File: config.mk
export PLATFORM = sky130hd
export DESIGN_NAME = adapter_host_glue
export DESIGN_NICKNAME = d
export VERILOG_FILES = /design/src/rtl/adapter_glue_pkg.sv /design/src/rtl/glue_id_rom.sv /design/src/rtl/glue_ctrl_stub.sv /design/src/rtl/glue_irq_latch.sv /design/src/rtl/adapter_host_glue.sv
export SDC_FILE = /design/constraint.sdc
export NUM_CORES = 1
export LEC_CHECK = 0
export BUFFER_PORTS_ARGS = -buffer_cell sky130_fd_sc_hd__buf_2
export CAP_MARGIN = 0
export CORE_MARGIN = 2
export CORE_UTILIZATION = 40
export DETAILED_ROUTE_END_ITERATION = 16
export PLACE_DENSITY = 0.69
export SLEW_MARGIN = 20
export SYNTH_ARGS = -nofsm -noshare
export SYNTH_HDL_FRONTEND = slang
export SYNTH_SLANG_ARGS = --single-unit
File: constraint.sdc
create_clock -name clk -period 1.5 [get_ports clk]
set_input_delay 0 -clock clk [delete_from_list [all_inputs] [get_ports clk]]
set_output_delay 0 -clock clk [all_outputs]
set_load 0.02 [all_outputs]
File: src/rtl/adapter_glue_pkg.sv
package adapter_glue_pkg;
    localparam int ADDR_W  = 5;
    localparam int DATA_W  = 8;
    localparam int SLOT_W  = 3;

    localparam logic [ADDR_W-1:0] OFS_CTL_A = 5'h00;
    localparam logic [ADDR_W-1:0] OFS_CTL_B = 5'h01;
    localparam logic [ADDR_W-1:0] OFS_CTL_C = 5'h07;
    localparam logic [1:0]        SLOT_SEL  = 2'b01;

    // control A bit positions
    localparam int A_PEND   = 0;
    localparam int A_MAPSIF = 2;
    localparam int A_RPAGE  = 3;
    // control B bit positions
    localparam int B_RUN    = 0;
    localparam int B_IEN    = 1;
    localparam int B_SPEED  = 2;
    localparam int B_CPAGE  = 3;
    // control C bit positions
    localparam int C_UTP    = 0;

    typedef struct packed {
        logic [DATA_W-1:0] ctl_a;
        logic [DATA_W-1:0] ctl_b;
        logic [DATA_W-1:0] ctl_c;
    } ctl_regs_t;

    typedef struct packed {
        logic pend;
    } irq_state_t;
endpackage

File: src/rtl/glue_id_rom.sv
module glue_id_rom #(
    parameter int          DATA_W    = 8,
    parameter int          IDX_W     = 3,
    parameter logic [7:0]  MFR_CODE  = 8'h4D,
    parameter logic [7:0]  CARD_TYPE = 8'h08,
    parameter logic [7:0]  CARD_REV  = 8'h02,
    parameter logic [23:0] CFG_BYTES = 24'h00_00_00,
    parameter logic [47:0] STATION   = 48'h0
) (
    input  logic              page,
    input  logic [IDX_W-1:0]  idx,
    output logic [DATA_W-1:0] data
);
    localparam int DEPTH   = 2 ** IDX_W;
    localparam int N_CFG   = 3;
    localparam int N_ADDR  = 6;

    logic [DATA_W-1:0] pg0 [DEPTH];
    logic [DATA_W-1:0] pg1 [DEPTH];

    assign pg0[0] = MFR_CODE;
    assign pg0[1] = CARD_TYPE;
    assign pg0[2] = CARD_REV;
    assign pg1[0] = '0;

    for (genvar g = 0; g < N_CFG; g++) begin : g_cfg
        assign pg0[3+g] = CFG_BYTES[23-8*g -: 8];
    end
    for (genvar g = 3 + N_CFG; g < DEPTH; g++) begin : g_pad0
        assign pg0[g] = '0;
    end
    for (genvar g = 0; g < N_ADDR; g++) begin : g_sta
        assign pg1[1+g] = STATION[47-8*g -: 8];
    end
    for (genvar g = 1 + N_ADDR; g < DEPTH; g++) begin : g_pad1
        assign pg1[g] = '0;
    end

    always_comb begin
        data = page ? pg1[idx] : pg0[idx];
    end
endmodule

File: src/rtl/glue_ctrl_stub.sv
module glue_ctrl_stub #(
    parameter int DATA_W = 8,
    parameter int NREG   = 16,
    localparam int IDX_W = $clog2(NREG)
) (
    input  logic              clk,
    input  logic              rst_n,
    input  logic              run,
    input  logic              we,
    input  logic [IDX_W-1:0]  idx,
    input  logic [DATA_W-1:0] wdata,
    output logic [DATA_W-1:0] rdata
);
    logic [DATA_W-1:0] regs_d [NREG];
    logic [DATA_W-1:0] regs_q [NREG];

    always_comb begin
        for (int i = 0; i < NREG; i++) begin
            regs_d[i] = run ? regs_q[i] : '0;
        end
        if (run && we) begin
            regs_d[idx] = wdata;
        end
    end

    always_ff @(posedge clk or negedge rst_n) begin
        if (!rst_n) begin
            for (int i = 0; i < NREG; i++) begin
                regs_q[i] <= '0;
            end
        end else begin
            for (int i = 0; i < NREG; i++) begin
                regs_q[i] <= regs_d[i];
            end
        end
    end

    assign rdata = regs_q[idx];
endmodule

File: src/rtl/glue_irq_latch.sv
module glue_irq_latch
    import adapter_glue_pkg::*;
(
    input  logic clk,
    input  logic rst_n,
    input  logic req,
    input  logic en,
    output logic pend,
    output logic irq_out
);
    irq_state_t st_d, st_q;

    always_comb begin
        st_d = st_q;
        if (!en) begin
            st_d.pend = 1'b0;
        end else if (req) begin
            st_d.pend = 1'b1;
        end
    end

    always_ff @(posedge clk or negedge rst_n) begin
        if (!rst_n) begin
            st_q <= '0;
        end else begin
            st_q <= st_d;
        end
    end

    assign pend    = st_q.pend;
    assign irq_out = st_q.pend & en;
endmodule

File: src/rtl/adapter_host_glue.sv
module adapter_host_glue
    import adapter_glue_pkg::*;
#(
    parameter logic [7:0]  CARD_TYPE = 8'h08,
    parameter logic [7:0]  CARD_REV  = 8'h02,
    parameter logic [23:0] CFG_BYTES = 24'hA5_3C_81,
    parameter logic [47:0] STATION   = 48'h40_11_22_33_44_78
) (
    input  logic              clk,
    input  logic              rst_n,
    input  logic [ADDR_W-1:0] addr,
    input  logic              wr_en,
    input  logic [DATA_W-1:0] wdata,
    output logic [DATA_W-1:0] rdata,
    input  logic              ctrl_irq_req,
    output logic              host_irq,
    output logic              ctrl_reset_n,
    output logic              speed_16,
    output logic              cable_utp
);
    localparam int NREG  = 2 ** (SLOT_W + 1);
    localparam int IDX_W = SLOT_W + 1;

    ctl_regs_t ctl_d, ctl_q;

    logic              slot_hit;
    logic              map_sif;
    logic [IDX_W-1:0]  stub_idx;
    logic              stub_we;
    logic [DATA_W-1:0] stub_rdata;
    logic [DATA_W-1:0] rom_data;
    logic              irq_en;
    logic              irq_pending;

    assign slot_hit = (addr[ADDR_W-1:SLOT_W] == SLOT_SEL);
    assign map_sif  = ctl_q.ctl_a[A_MAPSIF];
    assign stub_idx = {ctl_q.ctl_b[B_CPAGE], addr[SLOT_W-1:0]};
    assign stub_we  = wr_en && slot_hit && map_sif;
    assign irq_en   = ctl_q.ctl_b[B_IEN];

    always_comb begin
        ctl_d = ctl_q;
        if (wr_en) begin
            unique case (addr)
                OFS_CTL_A: begin
                    ctl_d.ctl_a         = wdata;
                    ctl_d.ctl_a[A_PEND] = 1'b0;
                end
                OFS_CTL_B: ctl_d.ctl_b = wdata;
                OFS_CTL_C: ctl_d.ctl_c = wdata;
                default:   ctl_d = ctl_q;
            endcase
        end
    end

    always_ff @(posedge clk or negedge rst_n) begin
        if (!rst_n) begin
            ctl_q <= '0;
        end else begin
            ctl_q <= ctl_d;
        end
    end

    glue_id_rom #(
        .DATA_W    (DATA_W),
        .IDX_W     (SLOT_W),
        .MFR_CODE  (8'h4D),
        .CARD_TYPE (CARD_TYPE),
        .CARD_REV  (CARD_REV),
        .CFG_BYTES (CFG_BYTES),
        .STATION   (STATION)
    ) rom_i (
        .page (ctl_q.ctl_a[A_RPAGE]),
        .idx  (addr[SLOT_W-1:0]),
        .data (rom_data)
    );

    glue_ctrl_stub #(
        .DATA_W (DATA_W),
        .NREG   (NREG)
    ) stub_i (
        .clk   (clk),
        .rst_n (rst_n),
        .run   (ctl_q.ctl_b[B_RUN]),
        .we    (stub_we),
        .idx   (stub_idx),
        .wdata (wdata),
        .rdata (stub_rdata)
    );

    glue_irq_latch irq_i (
        .clk     (clk),
        .rst_n   (rst_n),
        .req     (ctrl_irq_req),
        .en      (irq_en),
        .pend    (irq_pending),
        .irq_out (host_irq)
    );

    always_comb begin
        rdata = '0;
        if (slot_hit) begin
            rdata = map_sif ? stub_rdata : rom_data;
        end else begin
            unique case (addr)
                OFS_CTL_A: rdata = {ctl_q.ctl_a[DATA_W-1:1], irq_pending};
                OFS_CTL_B: rdata = ctl_q.ctl_b;
                OFS_CTL_C: rdata = ctl_q.ctl_c;
                default:   rdata = '0;
            endcase
        end
    end

    assign ctrl_reset_n = ctl_q.ctl_b[B_RUN];
    assign speed_16     = ctl_q.ctl_b[B_SPEED];
    assign cable_utp    = ctl_q.ctl_c[C_UTP];
endmodule

# == Word-level counts from Yosys, hierarchy flattened ==
# Memory sizes are Yosys's and may differ from the RTL's.
# Cells that the tools add are included.
# totals
register_bits,152
output_inout_bits,12
rom_bits,128
n_memories,2
in_bits,17
# classes
n_lt_le_gt_ge,3
mux,33
reduce_logical,8
eq_ne,4
n_bitwise,3
# memory_table
memory,words,width,rd,rd_clocked_by_memory_dff,write_ports,line_no,source
(no name shown),8,8,1,0,0,glue_id_rom.sv:40,data = page ? pg1[idx] : pg0[idx];
(no name shown),8,8,1,0,0,glue_id_rom.sv:40,
# op_table
cell,n
two-way mux 8 bit,26
bitwise mux 128 bit,1
two-way mux 128 bit,1
binary-select mux 8 bit (select 4 bit),1
demux 8 bit (select 4 bit),1
case mux 8 bit (3 select lines),1
AND reduction 2 bit,3
"== test 5 x 1 -> 1 bit, second input constant",1
"== test 5 x 3 -> 1 bit, second input constant",1
"greater-or-equal comparator 5 bit, second input constant",1
logical NOT 5 bit,1
"less-than comparator 5 x 1 -> 1 bit, second input constant",1
inverter 4 -> 5 bit,1
"greater-or-equal comparator 4 bit, second input constant",1
logical AND 1 bit,4
inverter 3 -> 4 bit,1
"== test 2 x 1 -> 1 bit, second input constant",1
two-way mux 1 bit,2
"!= test 2 bit, second input constant",1
bitwise AND 1 bit,1

# == Longest topological paths before layout ==
# logic_depth
ltp_word,7
mapped_depth,10

# == Cells and area by module ==
# From an unflattened synthesis, not the netlist that was laid out.
# hier_totals
cells_unflattened,821
hier_area_um2,7960.1
# modules_own_cells
module,seq_area_each_um2,area_each_um2,n_inst,cells_per_inst
glue_ctrl_stub,3203.1,6439.9,1,684
adapter_host_glue,575.6,1219.9,1,97
glue_id_rom,0.0,261.5,1,37
glue_irq_latch,25.0,38.8,1,3

# == Worst setup path after synthesis ==
# OpenSTA, ideal clock, no wires.
# synth_path
path_type,register -> output
from,register ctl_q[11] (netlist name)
to,output port rdata[3]
arrival_time_ns,1.849
required_ns,1.500
path_stages_with_launch,6
path_slack_ns,-0.349
cell_sequence,dfrtp_1 -> buf_4 -> or3b_2 -> o221ai_1 -> nor3_1 -> o31ai_1
# synth_via
elab_chain_len,6
elab_cells_between_ends,7
# synth_lines
item,line_no,source
start: declaration,adapter_host_glue.sv:24,"ctl_regs_t ctl_d, ctl_q;"
start signal: assignment,adapter_host_glue.sv:60,ctl_q <= ctl_d;
inverter 4 -> 5 bit (not written as such),glue_ctrl_stub.sv:38,assign rdata = regs_q[idx];
binary-select mux 8 bit (select 4 bit),glue_ctrl_stub.sv:38,
two-way mux 8 bit (not written as such) (2 in a row),glue_ctrl_stub.sv:38,
two-way mux 8 bit,adapter_host_glue.sv:103,rdata = map_sif ? stub_rdata : rom_data;
two-way mux 8 bit (*),adapter_host_glue.sv:102,if (slot_hit) begin
end: declaration,adapter_host_glue.sv:14,"output logic [DATA_W-1:0] rdata,"
# Every way passes the cells marked *; elsewhere a longest branch is shown, timed or not. The select of a mux whose other input is x is not followed.

# == Worst setup path after layout ==
# layout_path
from,register ctl_q[11] (netlist name)
to,output port rdata[2]
# layout_via
elab_chain_len,6
# layout_lines
item,line_no
inverter 4 -> 5 bit (not written as such),glue_ctrl_stub.sv:38
binary-select mux 8 bit (select 4 bit),glue_ctrl_stub.sv:38
two-way mux 8 bit (not written as such) (2 in a row),glue_ctrl_stub.sv:38
two-way mux 8 bit,adapter_host_glue.sv:103
two-way mux 8 bit,adapter_host_glue.sv:102
# No other way between the ends. The select of a mux whose other input is x is not followed.

==> summary.md <==
| Metric | Value |
|---|---|
| Slew margin rel. | `65.9%` |
| TritonCTS clock tree | `built` |
| FFs w/ async S/R, synth | `100%` |
| Internal | `7.28 mW` |
| WL/cell | `19.2 microns` |
| Post-Syn Area | `7800 sq um` |
| Hold Crit Class | `in -> async` |
| Die height | `144 microns` |
| Critical path launch point type | `flop` |
| Worst skew pair latency | `430 ps` |
| H-tree depth | `4` |
| Worst path max stage delay | `500 ps` |
| Bufs and invs on worst path | `2` |
| Clock power frac | `41.9%` |
| Post-synth top area share | `48.8%` |
| Largest net degree at the start of global routing | `89` |
| Switch Pwr | `3.12 mW` |
| CP most frequent cell | `mux4_2` |
| MaxCap Viol Count | `0` |
| Diodes inserted | `0` |
| Cells after DPL | `1143` |
| Mapped Nets | `824` |
| Clock sinks | `152` |
| Initial drt markers | `660` |
| Core Region | `19300 sq um` |
| Max Fclk | `0.432 GHz` |
| Reg clk slew, reported paths | `70 ps` |
| Setup Viol. Count Final | `114` |
| Sw frac | `30.0%` |
| CTS Buffer Depth | `2` |
| Data arrival, critical path | `2310 ps` |
| DRT Pass-1 Iters | `5` |
| Kind of critical path | `reg -> out` |
| Vias | `6564` |
| Clk_skew | `12.5 ps` |
| Commonest non-fill, non-tap cell in the layout | `nand2_1` |
| Cell family with the largest share of critical-path delay | `multiplexers` |
| Vias per cell | `5.47` |
| Slew Viols, Final | `0` |
| First-pass GRT wire length | `35400 microns` |
| Post-synth top flop | `dfrtp_1` |
| Worst endpoint required time | `1500 ps` |
| Width of the die | `144 microns` |
| Tcrit/Tclk final | `154%` |
| Total grt overflow | `0` |
| Most frequent cells in the layout | `nand2_1, dfrtp_1, buf_4` |
| #FFs+latches synth | `152` |
| Hold Violations, Final | `0` |
| Routability congestion estimate | `0.861` |
| Initial Util | `40.5%` |
| Worst-Margin Slew | `509 ps` |
| Dominant cells by area after synthesis | `dfrtp_1, nand2_1, mux4_2` |
| Cts bufs inserted | `17` |
| Total die area | `20600 sq um` |
| RSZ-0062 raised after global routing | `true` |
| Hold slack | `34.9 ps` |
| Worst VDD drop | `0.804 mV` |
| YS warnings | `0` |
| Number of global-route vias before repair | `6385` |
| Crit-path slowest cell | `mux4_2` |
| Final Non-Filler Cells | `1199` |
| CP Capture Type | `output pin` |
| DRC | `0` |
| Number of nets in the layout | `942` |
| Layout cells sized above 1 | `29.4%` |
| Crit path cell chain | `buf_12 -> mux4_2 -> mux4_2 -> o211ai_1 -> nand2_2 -> buf_6` |
| Clock root buffer | `clkbuf_16` |
| CP max FO | `15` |
| Distinct cells, synth | `46` |
| Synth area leader | `dfrtp_1` |
| Std-Cell Rows | `51` |
| PwrDens | `1000 nW/um^2` |
| Initial antenna violation count | `0` |
| P&R area growth vs syn | `32.7%` |
| Sequential fraction of the synthesis area | `48.8%` |
| Port Buf Inserts | `28` |
| GRT Total Usage | `22.7%` |
| Outcome | `finished, violations left` |
| Min Tclk post-route | `2310 ps` |
| Drt total wl | `23000 microns` |
| DP HPWL | `15000 microns` |
| Gate power share | `16.6%` |
| Average cell area after synthesis | `9.71 sq um` |
| Final core occ | `53.7%` |
| Number of synthesized flops with an enable pin | `0` |
| # IOs | `29` |
| Leak | `4.62 nW` |
| Post-DRT Antenna Nets | `0` |
| Sequential Power Share | `41.5%` |
| Post-route setup slack | `-814 ps` |
| Failing checks | `negative setup slack` |
| Cells after Synth | `803` |
-- synthesized netlist by cell type (2+ instances only) --
| cell type | count |
|---|---|
| nor4b_4 | 2 |
| a222oi_1 | 7 |
| inv_1 | 15 |
| nor4_1 | 2 |
| o21a_1 | 2 |
| mux2i_1 | 24 |
| and3_1 | 4 |
| buf_4 | 2 |
| mux2_2 | 5 |
| nand2_1 | 275 |
| nor2b_1 | 6 |
| a221o_1 | 2 |
| a221oi_1 | 2 |
| dfrtp_1 | 152 |
| nand2b_1 | 6 |
| o31ai_1 | 2 |
| o221ai_1 | 2 |
| clkbuf_1 | 30 |
| o21ai_1 | 16 |
| nor3_1 | 4 |
| a22oi_1 | 2 |
| nor2_1 | 7 |
| nor4_4 | 10 |
| a21oi_1 | 8 |
| o211ai_1 | 3 |
| o21ai_0 | 126 |
| buf_6 | 3 |
| mux4_2 | 30 |
| nand4_2 | 2 |
| buf_2 | 28 |
| a22o_1 | 3 |
| nor4_2 | 4 |
| ha_1 | 4 |
-- metrics by stage --
stage | TNS [ps] | power, mW | instance area (sq um) | worst slack [ps]
detailed placement | -33230 | 5.94 | 9280 | -372
CTS | -19370 | 10.4 | 10200 | -828
floorplan | -12930 | 5.30 | 8060 | -138
global placement | -28740 | 5.92 | 9280 | -358
global route | -42040 | 10.7 | 10300 | -870
finish | -32310 | 10.4 | 10300 | -814
-- per-layer routing --
metal	wire, microns	up-vias	global-route usage [%]
li1	-	3011	-
met1	10100	3259	31.6
met2	10600	245	34.3
met3	1540	49	5.56
met4	726	0	8.88
met5	0	-	0
-- worst register-to-register path, stage by stage, from the launching register on --
cell and delay, ps:
dfrtp_2 380, buf_12 150, buf_4 140, buf_8 140, clkinvlp_4 110, buf_4 150, buf_4 120, buf_6 130
nor4_4 140, buf_4 200, bufbuf_16 270, nand2_1 50, o21ai_0 70
-- path summary, 6_finish.rpt --
kind	from	cells after the start	to	slack [ps]
min reg2reg	ctl_q[6]$_DFFE_PN0P_	2	ctl_q[6]$_DFFE_PN0P_	490
max	ctl_q[11]$_DFFE_PN0P_	6	rdata[2]	-810
min	rst_n	2	stub_i.regs_q[84]$_DFF_PN0_	30
max in group asynchronous	rst_n	3	stub_i.regs_q[91]$_DFF_PN0_	820
min in group clk	wr_en	3	ctl_q[13]$_DFFE_PN0P_	40
max reg2reg	ctl_q[11]$_DFFE_PN0P_	12	stub_i.regs_q[51]$_DFF_PN0_	-640
-- registers in the layout, summed over array words and instances (netlist names) --
register / count
irq_i.pend: 1
ctl_q: 20
ctrl_reset_n: 1
cable_utp: 1
stub_i.regs_q: 128
speed_16: 1
-- cell families after synthesis --
group	share of synthesized area [%]
AOI/OAI and AO/OA	13.0
buffers and inverters	4.59
DFF	48.8
adders and majority gates	0.642
muxes	12.5
and+or+nand+nor	20.5
-- power groups by stage --
stage / Sequential [mW] / Combinational, mW / Clock (mW)
6_report: 4.32 / 1.72 / 4.36
3_5_place_dp: 4.39 / 1.55 / 0
4_1_cts: 4.32 / 1.66 / 4.41
2_1_floorplan: 4.38 / 0.921 / 0
3_3_place_gp: 4.39 / 1.53 / 0
5_1_grt: 4.33 / 1.84 / 4.56
-- timing repair --
item,CTS,global route
hold buffers,10,0
endpoints found under the hold margin,226,0
setup buffers,3,7
gates cloned,1,3
setup endpoints to repair,137,144
pin swaps,14,1
resized for setup,41,47
-- final cells by class --
| cell class | count | area, sq um |
|---|---|---|
| timing repair buffer | 162 | 1640 |
| clock inverter | 15 | 178 |
| multi-input combinational | 573 | 3900 |
| clock buffer | 17 | 425 |
| fill | 1642 | 8920 |
| tap | 265 | 332 |
| inverter | 15 | 68.8 |
| sequential | 152 | 3810 |
Power figures use the tool's default switching activity.
